$ cat src/rtl/recov_pkg.sv
// Package: shared state encodings for the bus recovery unit.
// Assumes: imported by the pulse generator and the controller.
package recov_pkg;

    // Phases of one clock pulse on the bus.
    typedef enum logic [1:0] {
        PS_IDLE,
        PS_LOW,
        PS_RISE,
        PS_HIGH
    } pulse_st_e;

    // Steps of one recovery attempt.
    typedef enum logic [1:0] {
        CS_IDLE,
        CS_SETTLE,
        CS_CHECK,
        CS_PULSE
    } ctrl_st_e;

endpackage

$ cat src/rtl/scl_pulse_gen.sv
// Module: scl_pulse_gen
// Generates one clock pulse per fire request. The line is pulled low for
// HOLD_CYC cycles and then released. The module waits for the line to read
// high, allowing for stretching, and gives up after STRETCH_MAX cycles. It
// then keeps the line high for HOLD_CYC cycles and pulses fin_o in the last
// of them.
// Assumes: scl_i is already synchronized; fire_i arrives only when idle.
module scl_pulse_gen
    import recov_pkg::*;
#(
    parameter int HOLD_CYC    = 8,
    parameter int STRETCH_MAX = 32
) (
    input  logic clk,
    input  logic rst_n,
    input  logic fire_i,
    input  logic scl_i,
    output logic scl_pull_o,
    output logic fin_o
);

    localparam int CNT_MAX = (HOLD_CYC > STRETCH_MAX) ? HOLD_CYC : STRETCH_MAX;
    localparam int CW      = $clog2(CNT_MAX + 1);
    localparam logic [CW-1:0] HOLD_LAST = CW'(HOLD_CYC - 1);
    localparam logic [CW-1:0] STR_LAST  = CW'(STRETCH_MAX - 1);

    pulse_st_e      st;
    logic [CW-1:0]  cnt;

    // Phase sequencer: low hold, stretch wait, high hold.
    always_ff @(posedge clk) begin
        if (!rst_n) begin
            st  <= PS_IDLE;
            cnt <= '0;
        end else begin
            case (st)
                PS_IDLE: begin
                    cnt <= '0;
                    if (fire_i) st <= PS_LOW;
                end
                PS_LOW: begin
                    if (cnt == HOLD_LAST) begin
                        st  <= PS_RISE;
                        cnt <= '0;
                    end else begin
                        cnt <= cnt + 1'b1;
                    end
                end
                PS_RISE: begin
                    if (scl_i || cnt == STR_LAST) begin
                        st  <= PS_HIGH;
                        cnt <= '0;
                    end else begin
                        cnt <= cnt + 1'b1;
                    end
                end
                default: begin
                    if (cnt == HOLD_LAST) begin
                        st  <= PS_IDLE;
                        cnt <= '0;
                    end else begin
                        cnt <= cnt + 1'b1;
                    end
                end
            endcase
        end
    end

    // Output decode from the phase.
    assign scl_pull_o = (st == PS_LOW);
    assign fin_o      = (st == PS_HIGH) && (cnt == HOLD_LAST);


    low_phase_full_chk: assert property (@(posedge clk) disable iff (!rst_n)
        (scl_pull_o && cnt != HOLD_LAST) |=> scl_pull_o);


    no_fire_when_busy_chk: assert property (@(posedge clk) disable iff (!rst_n)
        fire_i |-> (st == PS_IDLE));


    stretch_bound_chk: assert property (@(posedge clk) disable iff (!rst_n)
        (st == PS_RISE) |-> (cnt <= STR_LAST));

endmodule

$ cat src/rtl/recov_ctrl.sv
// Module: recov_ctrl
// Sequences one recovery attempt. It lets the lines settle for HOLD_CYC
// cycles and fails at once if the clock reads low. It then checks the data
// line before each pulse, for at most PULSE_MAX pulses, and reports through
// a one-cycle done with sticky ok/error flags.
// Assumes: inputs are synchronized; fin_i comes from scl_pulse_gen.
module recov_ctrl
    import recov_pkg::*;
#(
    parameter int HOLD_CYC  = 8,
    parameter int PULSE_MAX = 9
) (
    input  logic clk,
    input  logic rst_n,
    input  logic start_i,
    input  logic scl_i,
    input  logic sda_i,
    input  logic fin_i,
    output logic fire_o,
    output logic done_o,
    output logic ok_o,
    output logic err_o
);

    localparam int HW = $clog2(HOLD_CYC + 1);
    localparam int PW = $clog2(PULSE_MAX + 1);
    localparam logic [HW-1:0] SETTLE_LAST = HW'(HOLD_CYC - 1);
    localparam logic [PW-1:0] PULSE_LAST  = PW'(PULSE_MAX - 1);

    ctrl_st_e       st;
    logic [HW-1:0]  settle_cnt;
    logic [PW-1:0]  pulses;

    // Pulse request: data still held low at a check.
    assign fire_o = (st == CS_CHECK) && !sda_i;

    // Attempt sequencer and result flags.
    always_ff @(posedge clk) begin
        if (!rst_n) begin
            st         <= CS_IDLE;
            settle_cnt <= '0;
            pulses     <= '0;
            done_o     <= 1'b0;
            ok_o       <= 1'b0;
            err_o      <= 1'b0;
        end else begin
            done_o <= 1'b0;
            case (st)
                CS_IDLE: begin
                    if (start_i) begin
                        st         <= CS_SETTLE;
                        settle_cnt <= '0;
                        pulses     <= '0;
                        ok_o       <= 1'b0;
                        err_o      <= 1'b0;
                    end
                end
                CS_SETTLE: begin
                    if (settle_cnt == SETTLE_LAST) begin
                        if (!scl_i) begin
                            st     <= CS_IDLE;
                            done_o <= 1'b1;
                            err_o  <= 1'b1;
                        end else begin
                            st <= CS_CHECK;
                        end
                    end else begin
                        settle_cnt <= settle_cnt + 1'b1;
                    end
                end
                CS_CHECK: begin
                    if (sda_i) begin
                        st     <= CS_IDLE;
                        done_o <= 1'b1;
                        ok_o   <= 1'b1;
                    end else begin
                        st <= CS_PULSE;
                    end
                end
                default: begin
                    if (fin_i) begin
                        pulses <= pulses + 1'b1;
                        if (pulses == PULSE_LAST) begin
                            st     <= CS_IDLE;
                            done_o <= 1'b1;
                            err_o  <= 1'b1;
                        end else begin
                            st <= CS_CHECK;
                        end
                    end
                end
            endcase
        end
    end


    done_single_chk: assert property (@(posedge clk) disable iff (!rst_n)
        done_o |=> !done_o);


    flags_exclusive_chk: assert property (@(posedge clk) disable iff (!rst_n)
        !(ok_o && err_o) && (done_o -> (ok_o || err_o)));


    flags_hold_chk: assert property (@(posedge clk) disable iff (!rst_n)
        (st == CS_IDLE && !start_i) |=> ($stable(ok_o) && $stable(err_o)));


    ok_needs_sda_chk: assert property (@(posedge clk) disable iff (!rst_n)
        $rose(ok_o) |-> $past(sda_i));


    pulse_budget_chk: assert property (@(posedge clk) disable iff (!rst_n)
        pulses <= PW'(PULSE_MAX));


    scl_stuck_fail_chk: assert property (@(posedge clk) disable iff (!rst_n)
        (st == CS_SETTLE && settle_cnt == SETTLE_LAST && !scl_i) |=> (err_o && done_o));

endmodule

$ cat src/rtl/i2c_unstick.sv
// Module: i2c_unstick (top)
// Bus recovery unit: the controller decides when to pulse, and the pulse
// generator drives the clock line with stretch-aware timing. The data line
// is never driven; it stays released so the slave can free it.
// Assumes: scl_i/sda_i come through synchronizers outside this block.
module i2c_unstick #(
    parameter int HOLD_CYC    = 8,
    parameter int STRETCH_MAX = 32,
    parameter int PULSE_MAX   = 9
) (
    input  logic clk,
    input  logic rst_n,
    input  logic start_i,
    input  logic scl_i,
    input  logic sda_i,
    output logic scl_pull_o,
    output logic sda_pull_o,
    output logic done_o,
    output logic ok_o,
    output logic err_o
);

    logic fire;
    logic fin;

    // Attempt controller.
    recov_ctrl #(
        .HOLD_CYC  (HOLD_CYC),
        .PULSE_MAX (PULSE_MAX)
    ) i_ctrl (
        .clk     (clk),
        .rst_n   (rst_n),
        .start_i (start_i),
        .scl_i   (scl_i),
        .sda_i   (sda_i),
        .fin_i   (fin),
        .fire_o  (fire),
        .done_o  (done_o),
        .ok_o    (ok_o),
        .err_o   (err_o)
    );

    // Clock pulse timing.
    scl_pulse_gen #(
        .HOLD_CYC    (HOLD_CYC),
        .STRETCH_MAX (STRETCH_MAX)
    ) i_pulse (
        .clk        (clk),
        .rst_n      (rst_n),
        .fire_i     (fire),
        .scl_i      (scl_i),
        .scl_pull_o (scl_pull_o),
        .fin_o      (fin)
    );

    // Data line always released.
    assign sda_pull_o = 1'b0;


    no_pull_at_done_chk: assert property (@(posedge clk) disable iff (!rst_n)
        done_o |-> !scl_pull_o);

endmodule

$ cat config.mk
export PLATFORM = sky130hd
export DESIGN_NAME = i2c_unstick
export DESIGN_NICKNAME = d
export VERILOG_FILES = /design/src/rtl/recov_pkg.sv /design/src/rtl/scl_pulse_gen.sv /design/src/rtl/recov_ctrl.sv /design/src/rtl/i2c_unstick.sv
export SDC_FILE = /design/constraint.sdc
export NUM_CORES = 1
export LEC_CHECK = 0
export ABC_AREA = 1
export BUFFER_PORTS_ARGS = -buffer_cell sky130_fd_sc_hd__buf_4
export CORE_MARGIN = 3
export CORE_UTILIZATION = 40
export DETAILED_ROUTE_END_ITERATION = 10
export GPL_ROUTABILITY_DRIVEN = 0
export GPL_TIMING_DRIVEN = 0
export PLACE_DENSITY = 0.57
export SLEW_MARGIN = 20
export SYNTH_ARGS = -nofsm -noshare
export SYNTH_HDL_FRONTEND = slang
export SYNTH_SLANG_ARGS = --single-unit
$ cat constraint.sdc
create_clock -name clk -period 1.7 [get_ports clk]
set_input_delay 0.34 -clock clk [delete_from_list [all_inputs] [get_ports clk]]
set_output_delay 0.34 -clock clk [all_outputs]
set_load 0.005 [all_outputs]
== Word level (Yosys, flattened, before mapping) ==
Cells that the tools add are included.
Widths: inputs -> output; s select.

* Bits in registers: 21
* Bits of input ports: 5
* Word-level logic and storage cells: 84

* Add/sub/neg operators: 3
* Eq/ne operators: 17
* Muxes and demuxes: 34
* Bitwise logic cells: 2
* Reduce and logical (&&, ||, !) cells: 20

{| class="wikitable"
|+ Operators with widths
! operator !! count
|-
| $mux 2 || 10
|-
| $pmux 4 s2 || 2
|-
| $mux 4 || 3
|-
| $mux 6 || 2
|-
| $pmux 2 s3 || 2
|-
| $pmux 6 s2 || 1
|-
| $reduce_and 3->1 || 4
|-
| $mux 1 || 11
|-
| $ne 2x2->1 const B || 5
|-
| $reduce_bool 3->1 || 3
|-
| $add 4x1->4 const B || 2
|-
| $add 6x1->6 const B || 1
|-
| $eq 2x2->1 const B || 3
|-
| $eq 6x3->1 const B || 1
|-
| $eq 6x5->1 const B || 1
|-
| $ne 2x1->1 const B || 3
|-
| $pmux 1 s3 || 2
|-
| $reduce_and 6->1 || 1
|-
| $reduce_bool 2->1 || 3
|-
| $eq 2x1->1 const B || 2
|-
| $eq 4x3->1 const B || 1
|-
| $eq 4x4->1 const B || 1
|-
| $logic_not 2->1 || 2
|-
| $reduce_and 4->1 || 1
|-
| other kinds (7) || 9
|}

== Logic depth before layout (Yosys ltp) ==
* Word-level depth: 4
* Depth in mapped cells: 11
* Mapped depth without buffers: 11

== Cells and area by module ==
A second synthesis with hierarchy kept.

* Cell total of the unflattened synthesis: 190
* Area total of the unflattened synthesis: 1280.0 µm²

{| class="wikitable"
|+ By module, submodules not included
! module !! instances !! cells an instance !! area each (µm²)
|-
| recov_ctrl || 1 || 129 || 818.3
|-
| scl_pulse_gen || 1 || 59 || 450.4
|-
| i2c_unstick || 1 || 2 || 11.3
|}

== Least setup slack after synthesis ==
Ideal clock, no wire load.

* Path kind: register to register
* Start: register i_ctrl.st[0]
* End: register i_ctrl.settle_cnt[3]
* Library setup time: 121 ps
* Data arrival time: 1315 ps
* Required time: 1579 ps
* Slack: 265 ps
* Cell stages (with the launch flop): 10
* Path buffers: 0
* Path through: dfxtp_1 inv_1 ha_1 nor2_1 nor2_2 nand2_2 inv_2 nand2_2 xor2_1 nor2_1

* Cells in the longest elaborated chain, start to end: 3
* Elaborated cells between the ends (all ways): 7

{| class="wikitable"
|+ RTL lines
! item !! RTL line !! RTL
|-
| from (decl) || recov_ctrl.sv:30 || <nowiki>ctrl_st_e st;</nowiki>
|-
| from (signal assigned) || recov_ctrl.sv:40 || <nowiki>st <= CS_IDLE;</nowiki>
|-
| from (signal assigned) || recov_ctrl.sv:51 || <nowiki>st <= CS_SETTLE;</nowiki>
|-
| from (signal assigned) || recov_ctrl.sv:61 || <nowiki>st <= CS_IDLE;</nowiki>
|-
| $eq 2x1->1 or $logic_not 2->1 (tied branches) || recov_ctrl.sv:48 || <nowiki>case (st)</nowiki>
|-
| $ne 2x2->1 (no line) or $reduce_bool 2->1 (tied branches) || - ||
|-
| $reduce_and 3->1 (no line) || - ||
|-
| to (signal assigned) || recov_ctrl.sv:68 || <nowiki>settle_cnt <= settle_cnt + 1'b1;</nowiki>
|-
| to (decl) || recov_ctrl.sv:31 || <nowiki>logic [HW-1:0] settle_cnt;</nowiki>
|}

Parallel ways exist; a longest one is shown, timed or not.
A chain may end at the register's enable or synchronous reset.

== Final worst setup path ==
Same ends and word-level chain as after synthesis.

==> results by group <==
Placed design
  – HPWL after DPL: roughly 1.9 mm
  – PortBufs: 8
  – Placed Cells: ~220
  – Area of placed instances: between 1000 and 1500 um^2

Power
  – Sw Share: 0.426
  – Total Power: roughly 0.0017 W
  – Leak pwr: roughly 0.62 nW
  – Clk pwr share: 0.151
  – PwrDens: about 1200 nW/um^2
  – Max IR drop VDD: between 0.7 and 0.8 mV
  – Seq pwr share: 0.374
  – P_int: roughly 0.00095 W
  – NetSw: ~0.0007 W
  – Combinational power share: 0.475

STA
  – Clock skew: roughly 0.0012 ns
  – Fmax: approximately 650 MHz
  – Post-route setup TNS: 0 ns
  – Final min period: approximately 1.5 ns
  – Final hold violations: 0
  – Final Cycle Share: 0.907
  – Final setup fails: 0
  – Unrepaired setup endpoints after global routing: false
  – Max Slew Vio Count: 0

Cells and area
  – Final core utilization: 0.484
  – Commonest non-fill, non-tap cells in the layout: nand2_1 (37), inv_1 (26), dfxtp_1 (21), nor2_1 (19), a21oi_1 (15)
  – Fin area: approximately 1400 um^2
  – Non-filler cells, final: 220
  – Final net count: 207
  – Most common cell after layout, fill and taps aside: nand2_1
  – Area Overhead vs Synth: 11.0%
  – Antenna diodes: 0
  – Share of cells above drive strength 1: 0.127
  – # fillers: roughly 300

Clock network
  – Cts bufs inserted: 3
  – Clock-pin slew on the worst setup and hold paths: between 0.1 and 0.15 ns
  – Root buffer cell: clkbuf_4
  – Setup Buffers After CTS: 0
  – Clock Sinks: 21
  – CTS tree: built
  – Cts hold-fix bufs: 0
  – Htree depth: 1
  – Worst-Skew Late Latency: approximately 0.30 ns
  – CTS Buffer Depth: 2
  – # resized after CTS: 0

Logic synthesis
  – Mapped Area: between 1000 and 1500 um^2
  – Synth Warn #: 0
  – Dominant synthesized flop cell: dfxtp_1
  – Mux share of post-synthesis cell area: 0
  – Post-synth EDFFs: 0
  – Post-Syn Area per Cell: approximately 7 um^2
  – Distinct cells, synth: 25
  – Post-Synth Simple-Gate Area: 0.298
  – Flop and latch count out of synthesis: 21
  – Synth Area in XOR/XNOR: 0.0493
  – Post-synthesis compound-gate area fraction: 0.101
  – Syn nets: about 190
  – Post-synth ARST share: 0
  – Largest family of logic cells by synthesized area: simple AND/OR/NAND/NOR gates
  – Register area share after synthesis: 0.338
  – Synthesized instance count: around 180
  – Synth Area in Adders: 0.121

Routing
  – Drt wl/cell: between 10 and 15 um
  – Post-Route WL: about 2.5 mm
  – Vias after detailed routing: approximately 1,100
  – Via density: about 5.0
  – DRC viols: 0
  – Post-route ant nets: 0
  – 1st-pass router iterations: 4
  – Initial DRC count: 36

Run
  – Max-cap violation count: 0

Setup path
  – Startpoint types: flop
  – CP Capture Type: flop
  – Worst path arrival time: 1.75 ns
  – WS Path Type: flop to flop
  – Required time of the worst setup path: between 1.5 and 2 ns
  – Worst-path maximum fanout: 6

Die
  – Core Area: between 2000 and 3000 um^2
  – Die Y: ~62 um
  – Die Area: between 3000 and 4000 um^2
  – IO Count: 10
  – Initial core utilization: 0.436
  – Die width: slightly above 60 um
  – Num rows: 19

GRT
  – Number of global-route vias before repair: 961
  – Global-route wire length before repair: roughly 4.1 mm
  – Total track usage: 0.146
  – Initial antenna violation count: 0
  – Total gr overflow: 0
  – Largest net degree at the start of global routing: 12

Hold path
  – Min-delay worst type: input pin to flop

Outcome
  – Status: completed
[metal layers]
layer / routed length [um] / GRT usage
met2: 1210 / 0.247
met5: 0 / 0
met4: 18 / 0.0364
met3: 79 / 0.0434
met1: 1140 / 0.183
[per-stage QoR]
stage | setup slack [ns] | hold WS (ns)
2_1_floorplan | 0.265 | 0.418
3_3_place_gp | 0.110 | 0.433
3_5_place_dp | 0.0437 | 0.436
4_1_cts | 0.0132 | 0.291
5_1_grt | 0.0357 | 0.292
6_report | 0.158 | 0.304
[layout make-up]
class / count / area, um^2 / share of cell area
flip-flops and latches: 21 / 420 / 0.305
well taps: 31 / 38.8 / 0.0281
inverters: 28 / 105 / 0.0762
multi-input cells: 127 / 722 / 0.523
clock buffers: 4 / 26.3 / 0.0190
repair buffers: 8 / 60.1 / 0.0435
plain buffers: 1 / 7.51 / 0.00544
[worst max-delay path, stage by stage, from the launching register on]
cell and delay, ns:
dfxtp_1 0.36, inv_1 0.09, ha_2 0.26, inv_1 0.12
nor2_4 0.15, nor2_2 0.05, nand2_2 0.11, inv_2 0.07
nand2_2 0.06, xor2_1 0.14, nor2_1 0.05
[cells in the mapped netlist, types with 2 or more instances]
| library cell | n | area share |
|---|---|---|
| nand3_1 | 11 | 0.044 |
| nand2_1 | 37 | 0.11 |
| ha_1 | 12 | 0.12 |
| inv_1 | 26 | 0.078 |
| nor3_1 | 3 | 0.012 |
| o21ai_0 | 5 | 0.020 |
| nor2_2 | 2 | 0.010 |
| nand2_2 | 2 | 0.010 |
| a21oi_1 | 16 | 0.064 |
| xor2_1 | 6 | 0.042 |
| dfxtp_1 | 21 | 0.34 |
| nor2_1 | 21 | 0.063 |
| nand4_1 | 3 | 0.015 |
[registers in the layout, indices dropped and copies added, names as in the netlist]
name / cells
i_ctrl.st: 2
i_ctrl.done_o: 1
i_ctrl.ok_o: 1
i_ctrl.settle_cnt: 4
i_ctrl.pulses: 4
i_ctrl.err_o: 1
i_pulse.st: 2
i_pulse.cnt: 6
[power groups by stage]
stage	logic (W)	clock network [W]	registers, W
6_report	0.000784	0.000249	0.000618
4_1_cts	0.000760	0.000258	0.000619
3_5_place_dp	0.000757	0	0.000630
3_3_place_gp	0.000738	0	0.000626
5_1_grt	0.000900	0.000283	0.000632
2_1_floorplan	0.000585	0	0.000619
[final timing paths]
kind                                      from                   end  slack [ns]  cells after the start
worst max-delay path              i_ctrl.st[0]  i_ctrl.settle_cnt[3]        0.16                     10
worst min-delay path                     rst_n          i_ctrl.err_o        0.30                      3
worst max register to register    i_ctrl.st[0]  i_ctrl.settle_cnt[3]        0.16                     10
worst min register to register  i_pulse.cnt[0]        i_pulse.cnt[0]        0.45                      1
[cells by family (layout without fill, tap and decap cells)]
group	count (synthesis)	in the layout
AND/OR/NAND/NOR	83	83
buffers and inverters	29	41
XOR/XNOR	7	7
other	1	1
flip-flops	21	21
adder cells (fa/ha/maj)	12	12
AO/OA/AOI/OAI	24	24
(Power assumes the default switching activity.)
